===== src/rtl/rx_err_pkg.sv =====
package rx_err_pkg;

  localparam int NUM_CNT   = 3;
  localparam int IDX_DISC  = 0;
  localparam int IDX_CRC   = 1;
  localparam int IDX_ALIGN = 2;

  typedef enum logic [2:0] {
    OUT_NONE,
    OUT_BUSY,
    OUT_OVR,
    OUT_ALIGN,
    OUT_CRC,
    OUT_DRIB_OK,
    OUT_GOOD
  } rxOutcome_e;

  // strobes from control to datapath
  typedef struct packed {
    logic incDiscard;
    logic incCrc;
    logic incAlign;
  } rxStrobe_t;

  // registered per-frame pulses
  typedef struct packed {
    logic rxf;
    logic busy;
    logic ovr;
    logic crcErr;
    logic hunt;
  } rxStatus_t;

endpackage


===== src/rtl/rx_sat_cnt.sv =====
module rx_sat_cnt #(
  parameter int W = 16
) (
  input  logic         clk,
  input  logic         rstN,
  input  logic         inc,
  input  logic         clr,
  output logic [W-1:0] cnt
);
  localparam logic [W-1:0] TOP = {W{1'b1}};

  always_ff @(posedge clk or negedge rstN) begin
    if (!rstN)                  cnt <= '0;
    else if (clr)               cnt <= '0;
    else if (inc && cnt != TOP) cnt <= cnt + 1'b1;
  end
endmodule


===== src/rtl/rx_err_ctrl.sv =====
module rx_err_ctrl
  import rx_err_pkg::*;
#(
  parameter int DRIB_W = 3
) (
  input  logic              clk,
  input  logic              rstN,
  input  logic              frameDone,
  input  logic              fifoOvr,
  input  logic              noBuf,
  input  logic              crcBad,
  input  logic [DRIB_W-1:0] dribbleBits,
  output rxStrobe_t         strobe,
  output rxStatus_t         status
);
  rxOutcome_e outcome;
  rxStatus_t  nextStatus;
  logic       misaligned;

  assign misaligned = (dribbleBits != '0);

  // priority: busy, overrun, alignment, crc
  always_comb begin
    if (!frameDone)                outcome = OUT_NONE;
    else if (noBuf)                outcome = OUT_BUSY;
    else if (fifoOvr)              outcome = OUT_OVR;
    else if (misaligned && crcBad) outcome = OUT_ALIGN;
    else if (misaligned)           outcome = OUT_DRIB_OK;
    else if (crcBad)               outcome = OUT_CRC;
    else                           outcome = OUT_GOOD;
  end

  always_comb begin
    strobe     = '0;
    nextStatus = '0;
    unique case (outcome)
      OUT_BUSY: begin
        nextStatus.busy   = 1'b1;
        strobe.incDiscard = 1'b1;
      end
      OUT_OVR: begin
        nextStatus.ovr    = 1'b1;
        nextStatus.rxf    = 1'b1;
        strobe.incDiscard = 1'b1;
      end
      OUT_ALIGN: begin
        nextStatus.rxf  = 1'b1;
        strobe.incAlign = 1'b1;
      end
      OUT_CRC: begin
        nextStatus.crcErr = 1'b1;
        nextStatus.rxf    = 1'b1;
        strobe.incCrc     = 1'b1;
      end
      OUT_DRIB_OK, OUT_GOOD: nextStatus.rxf = 1'b1;
      default: ;
    endcase
    nextStatus.hunt = (outcome != OUT_NONE);
  end

  always_ff @(posedge clk or negedge rstN) begin
    if (!rstN) status <= '0;
    else       status <= nextStatus;
  end
endmodule


===== src/rtl/rx_err_dp.sv =====
module rx_err_dp
  import rx_err_pkg::*;
#(
  parameter int CNT_W = 16
) (
  input  logic             clk,
  input  logic             rstN,
  input  rxStrobe_t        strobe,
  input  logic             clrDiscard,
  input  logic             clrCrc,
  input  logic             clrAlign,
  output logic [CNT_W-1:0] cntDiscard,
  output logic [CNT_W-1:0] cntCrc,
  output logic [CNT_W-1:0] cntAlign
);
  logic [NUM_CNT-1:0] incVec;
  logic [NUM_CNT-1:0] clrVec;
  logic [CNT_W-1:0]   cntArr [NUM_CNT];

  always_comb begin
    incVec            = '0;
    clrVec            = '0;
    incVec[IDX_DISC]  = strobe.incDiscard;
    incVec[IDX_CRC]   = strobe.incCrc;
    incVec[IDX_ALIGN] = strobe.incAlign;
    clrVec[IDX_DISC]  = clrDiscard;
    clrVec[IDX_CRC]   = clrCrc;
    clrVec[IDX_ALIGN] = clrAlign;
  end

  for (genvar i = 0; i < NUM_CNT; i++) begin : g_cnt
    rx_sat_cnt #(.W(CNT_W)) u_cnt (
      .clk (clk),
      .rstN(rstN),
      .inc (incVec[i]),
      .clr (clrVec[i]),
      .cnt (cntArr[i])
    );
  end

  assign cntDiscard = cntArr[IDX_DISC];
  assign cntCrc     = cntArr[IDX_CRC];
  assign cntAlign   = cntArr[IDX_ALIGN];
endmodule


===== src/rtl/rx_err_sorter.sv =====
module rx_err_sorter
  import rx_err_pkg::*;
#(
  parameter int DRIB_W = 3,
  parameter int CNT_W  = 16
) (
  input  logic              clk,
  input  logic              rstN,
  input  logic              frameDone,
  input  logic              fifoOvr,
  input  logic              noBuf,
  input  logic              crcBad,
  input  logic [DRIB_W-1:0] dribbleBits,
  input  logic              clrDiscard,
  input  logic              clrCrc,
  input  logic              clrAlign,
  output logic              stOvr,
  output logic              stCrc,
  output logic              evRxf,
  output logic              evBusy,
  output logic              huntReq,
  output logic [CNT_W-1:0]  cntDiscard,
  output logic [CNT_W-1:0]  cntCrc,
  output logic [CNT_W-1:0]  cntAlign
);
  rxStrobe_t strobe;
  rxStatus_t status;

  rx_err_ctrl #(.DRIB_W(DRIB_W)) u_ctrl (
    .clk        (clk),
    .rstN       (rstN),
    .frameDone  (frameDone),
    .fifoOvr    (fifoOvr),
    .noBuf      (noBuf),
    .crcBad     (crcBad),
    .dribbleBits(dribbleBits),
    .strobe     (strobe),
    .status     (status)
  );

  rx_err_dp #(.CNT_W(CNT_W)) u_dp (
    .clk       (clk),
    .rstN      (rstN),
    .strobe    (strobe),
    .clrDiscard(clrDiscard),
    .clrCrc    (clrCrc),
    .clrAlign  (clrAlign),
    .cntDiscard(cntDiscard),
    .cntCrc    (cntCrc),
    .cntAlign  (cntAlign)
  );

  assign stOvr   = status.ovr;
  assign stCrc   = status.crcErr;
  assign evRxf   = status.rxf;
  assign evBusy  = status.busy;
  assign huntReq = status.hunt;
endmodule


===== config.mk =====
export PLATFORM = sky130hd
export DESIGN_NAME = rx_err_sorter
export DESIGN_NICKNAME = d
export VERILOG_FILES = /design/src/rtl/rx_err_pkg.sv /design/src/rtl/rx_sat_cnt.sv /design/src/rtl/rx_err_ctrl.sv /design/src/rtl/rx_err_dp.sv /design/src/rtl/rx_err_sorter.sv
export SDC_FILE = /design/constraint.sdc
export NUM_CORES = 1
export LEC_CHECK = 0
export BUFFER_PORTS_ARGS = -buffer_cell sky130_fd_sc_hd__clkbuf_2
export CORE_MARGIN = 5
export CORE_UTILIZATION = 60
export CTS_BUF_LIST = sky130_fd_sc_hd__clkbuf_4 sky130_fd_sc_hd__clkbuf_8
export DETAILED_ROUTE_END_ITERATION = 8
export GPL_TIMING_DRIVEN = 0
export HOLD_SLACK_MARGIN = 0.03
export PLACE_DENSITY = 0.95
export SLEW_MARGIN = 25
export SYNTH_ARGS = -nofsm -noshare
export SYNTH_HDL_FRONTEND = slang
export SYNTH_SLANG_ARGS = --single-unit

===== constraint.sdc =====
create_clock -name clk -period 3 [get_ports clk]
set_input_delay 0.6 -clock clk [delete_from_list [all_inputs] [get_ports clk]]
set_output_delay 0.6 -clock clk [all_outputs]
set_load 0.01 [all_outputs]

==> key figures <==
Status
  – Outcome: complete, no violations

Die
  – IO Pins: 65
  – Initial Util: 61.73%
  – Site row count: 26
  – Die X: 82.49 µm
  – Full die area: 0.006805 mm²
  – Core area: 0.005107 mm²
  – Die height: 82.49 µm

Critical path
  – CP Launch Type: input port
  – Crit Path Max Fanout: 10
  – Crit end category: flip-flop
  – R2R setup slack: 0.83 ns
  – R2r endpoint: u_dp.g_cnt[0].u_cnt.cnt[14]
  – Worst setup path class: in2reg
  – Crit path to: u_dp.g_cnt[1].u_cnt.cnt[11]
  – Worst Path Arrival: 2.71 ns
  – Req. time, crit path: 3.20 ns
  – Worst reg-to-reg path cell count: 5
  – Setup crit start: dribbleBits[1]
  – Worst r2r src: u_dp.g_cnt[0].u_cnt.cnt[0]

Global route
  – Vias in the first global route: 2,672
  – Grt total ovfl: 0
  – Routing usage on met1: 31.16%
  – Met2 Use GR: 39.02%
  – Largest net degree at the start of global routing: 54
  – Initial antenna violation count: 0
  – Met3 GRT Util: 4.881%
  – GR peak layer: met2
  – Global-route wire length before repair: 12,520 µm
  – Total GRT Usage: 23.51%

Layout
  – Layout net count: 416
  – N_diodes: 0
  – Area occupied by multi-input gates: 0.001738 mm²
  – Util after Layout: 71.44%
  – Storage cell area: 0.001326 mm²
  – Share of cells above drive strength 1: 28.25%
  – Area Growth Syn to Fin: 15.71%
  – Non-filler instance count after layout: 470
  – Filler cell count: 383

Yosys
  – Top post-synthesis cells by area: dfrtp_1 (42%), mux2_2 (9.6%), nor2b_1 (5.4%)
  – Syn_nets: 346
  – Synth warn: 0
  – Synth top cells by count: dfrtp_1 (53), nor2_1 (34), mux2_2 (27), nor2b_1 (27), a21oi_1 (22)
  – Top cell type by total area after synthesis: dfrtp_1
  – Sequential fraction of the synthesis area: 42.06%
  – FFs w/ async S/R, synth: 100.0%
  – Number of distinct library cells after synthesis: 44
  – Post-Syn Instances: 330
  – Mean post-synth cell area: 9.555 µm²
  – Mapped cell area: 0.003153 mm²
  – Post-synth EDFFs: 0
  – Ys flop type: dfrtp_1
  – Top-count cell post-synth: dfrtp_1
  – Flop and latch count out of synthesis: 53
  – Post-synth top area share: 42.06%

Clock tree
  – Total CTS buffers: 5
  – Post-CTS Setup Bufs: 0
  – Post-CTS Hold Buffers: 0
  – Worst-skew pair later-pin latency: 0.31 ns
  – Clock-pin slew on the worst setup and hold paths: 0.09 ns
  – CTS tree: built
  – Bufs on Longest Clock Path: 2
  – CTS Root Cell: clkbuf_8
  – CTS resizes: 0
  – H-tree lvl count: 2
  – CTS Sinks: 53

Pwr
  – Power Dens Cells: 336.4 mW/mm²
  – Pwr Total: 1.227 mW
  – Peak VDD IR: 0.2093 mV
  – Leakage: 1.639 nW

Route
  – Post-route DRC violation count: 0
  – Via density: 6.174
  – Routed len/inst: 15.94 µm
  – DRT antenna net count: 0
  – Via count: 2,902
  – DRT Pass-1 Iters: 4
  – Initial DRC Count: 266
  – Routed wire length: 7492 µm

STA
  – Final Hold Slack: 0.3656 ns
  – Final hold violation count: 0
  – Least-Margin Pin Slew: 0.7228 ns
  – Worst Skew: 0.01094 ns
  – Post-layout min period: 2.514 ns
  – Setup TNS: 0 ns
  – Max Slew Vio Count: 0
  – Fin crit share: 83.79%
  – Max_slew headroom: 51.81%
  – Final setup viols: 0
  – FMAX: 397.8 MHz
  – RSZ-0062 raised after global routing: no

Place
  – Routability cong.: 0.8732
  – IO Port Bufs: 63
  – # placed instances: 463
  – Dpl hpwl: 5426 µm

Flow run
  – Max Cap Violations: 0

Min path
  – Worst min path class: in2async
power breakdown:
group          leakage [nW]  switching [mW]  total, mW  internal, mW
clock network        0.0477           0.230      0.423         0.193
registers             0.734         0.00416      0.723         0.719
logic                 0.856          0.0561     0.0816        0.0255
total                  1.64           0.290       1.23         0.938
final cells by class:
type                       instances  share of cell area [%]
timing repair buffer              63                   8.711
tap                               70                   2.401
clock buffer                       7                   2.469
sequential                        53                   36.35
buffer                            11                   1.406
multi-input combinational        256                   47.63
inverter                          10                   1.029
per-layer routing:
| metal | up-vias | part of all wire [%] |
|---|---|---|
| met5 | - | 0 |
| met4 | 0 | 1.5 |
| met3 | 14 | 6.5 |
| met2 | 118 | 49 |
| met1 | 1402 | 43 |
| li1 | 1368 | - |
worst min-delay path by stage:
stage                     slack, ns                       start                           to
after floorplan                0.30                        rstN             u_ctrl.status[0]
after global placement         0.54  u_dp.g_cnt[2].u_cnt.cnt[9]   u_dp.g_cnt[2].u_cnt.cnt[9]
after detailed placement       0.56  u_dp.g_cnt[2].u_cnt.cnt[9]   u_dp.g_cnt[2].u_cnt.cnt[9]
after CTS                      0.40                        rstN  u_dp.g_cnt[1].u_cnt.cnt[15]
after global routing           0.44                        rstN  u_dp.g_cnt[0].u_cnt.cnt[14]
final                          0.37                        rstN  u_dp.g_cnt[1].u_cnt.cnt[14]
cells by family (layout without fill, tap and decap cells):
kind of cell | after synthesis | in the layout | share of synthesized area (%)
adders and majority gates | 4 | 4 | 1.587
muxes | 29 | 29 | 10.28
and+or+nand+nor | 168 | 168 | 31.55
buffers and inverters | 21 | 91 | 2.818
DFF | 53 | 53 | 42.06
AOI/OAI and AO/OA | 55 | 55 | 11.71
flip-flops by register name, indices dropped and copies added, names as in the netlist:
signal and flops:
u_ctrl.status 5, u_dp.g_cnt.u_cnt.cnt 48
stage by stage:
step	instance area, µm²	setup WS [ns]
2_1_floorplan	3153	0.5036
3_3_place_gp	3556	0.2095
3_5_place_dp	3558	0.1664
4_1_cts	3649	0.4782
5_1_grt	3649	0.2785
6_report	3649	0.4864
worst max-delay path, cell delays in order:
cell	delay [ns]
clkbuf_2	0.09
nor3_2	0.33
inv_1	0.08
ha_1	0.30
nor2b_1	0.24
nand3_2	0.15
buf_6	0.18
nor4_1	0.36
mux2_2	0.38
cells in the final DEF (no fill, tap or decap), types with 3 or more instances in the layout:
| cell type | Yosys | layout |
|---|---|---|
| and3_1 | 7 | 7 |
| inv_1 | 10 | 10 |
| a211oi_1 | 7 | 7 |
| a21oi_1 | 22 | 22 |
| nor3_1 | 7 | 7 |
| clkbuf_8 | 0 | 6 |
| o31ai_1 | 10 | 10 |
| o21ai_0 | 5 | 5 |
| nor4b_1 | 3 | 3 |
| nand2_1 | 18 | 18 |
| ha_1 | 4 | 4 |
| and4_1 | 3 | 3 |
| o41ai_1 | 3 | 3 |
| or4_1 | 11 | 11 |
| nand4_1 | 11 | 11 |
| clkbuf_2 | 0 | 62 |
| clkbuf_1 | 8 | 8 |
| dfrtp_1 | 53 | 53 |
| nor2b_1 | 27 | 27 |
| nor2_1 | 34 | 34 |
| o21a_1 | 3 | 3 |
| nor4_1 | 10 | 10 |
| nand3_1 | 13 | 13 |
| mux2_2 | 27 | 27 |
| or3_1 | 3 | 3 |
| nand3_2 | 3 | 3 |
(Power assumes the default switching activity.)
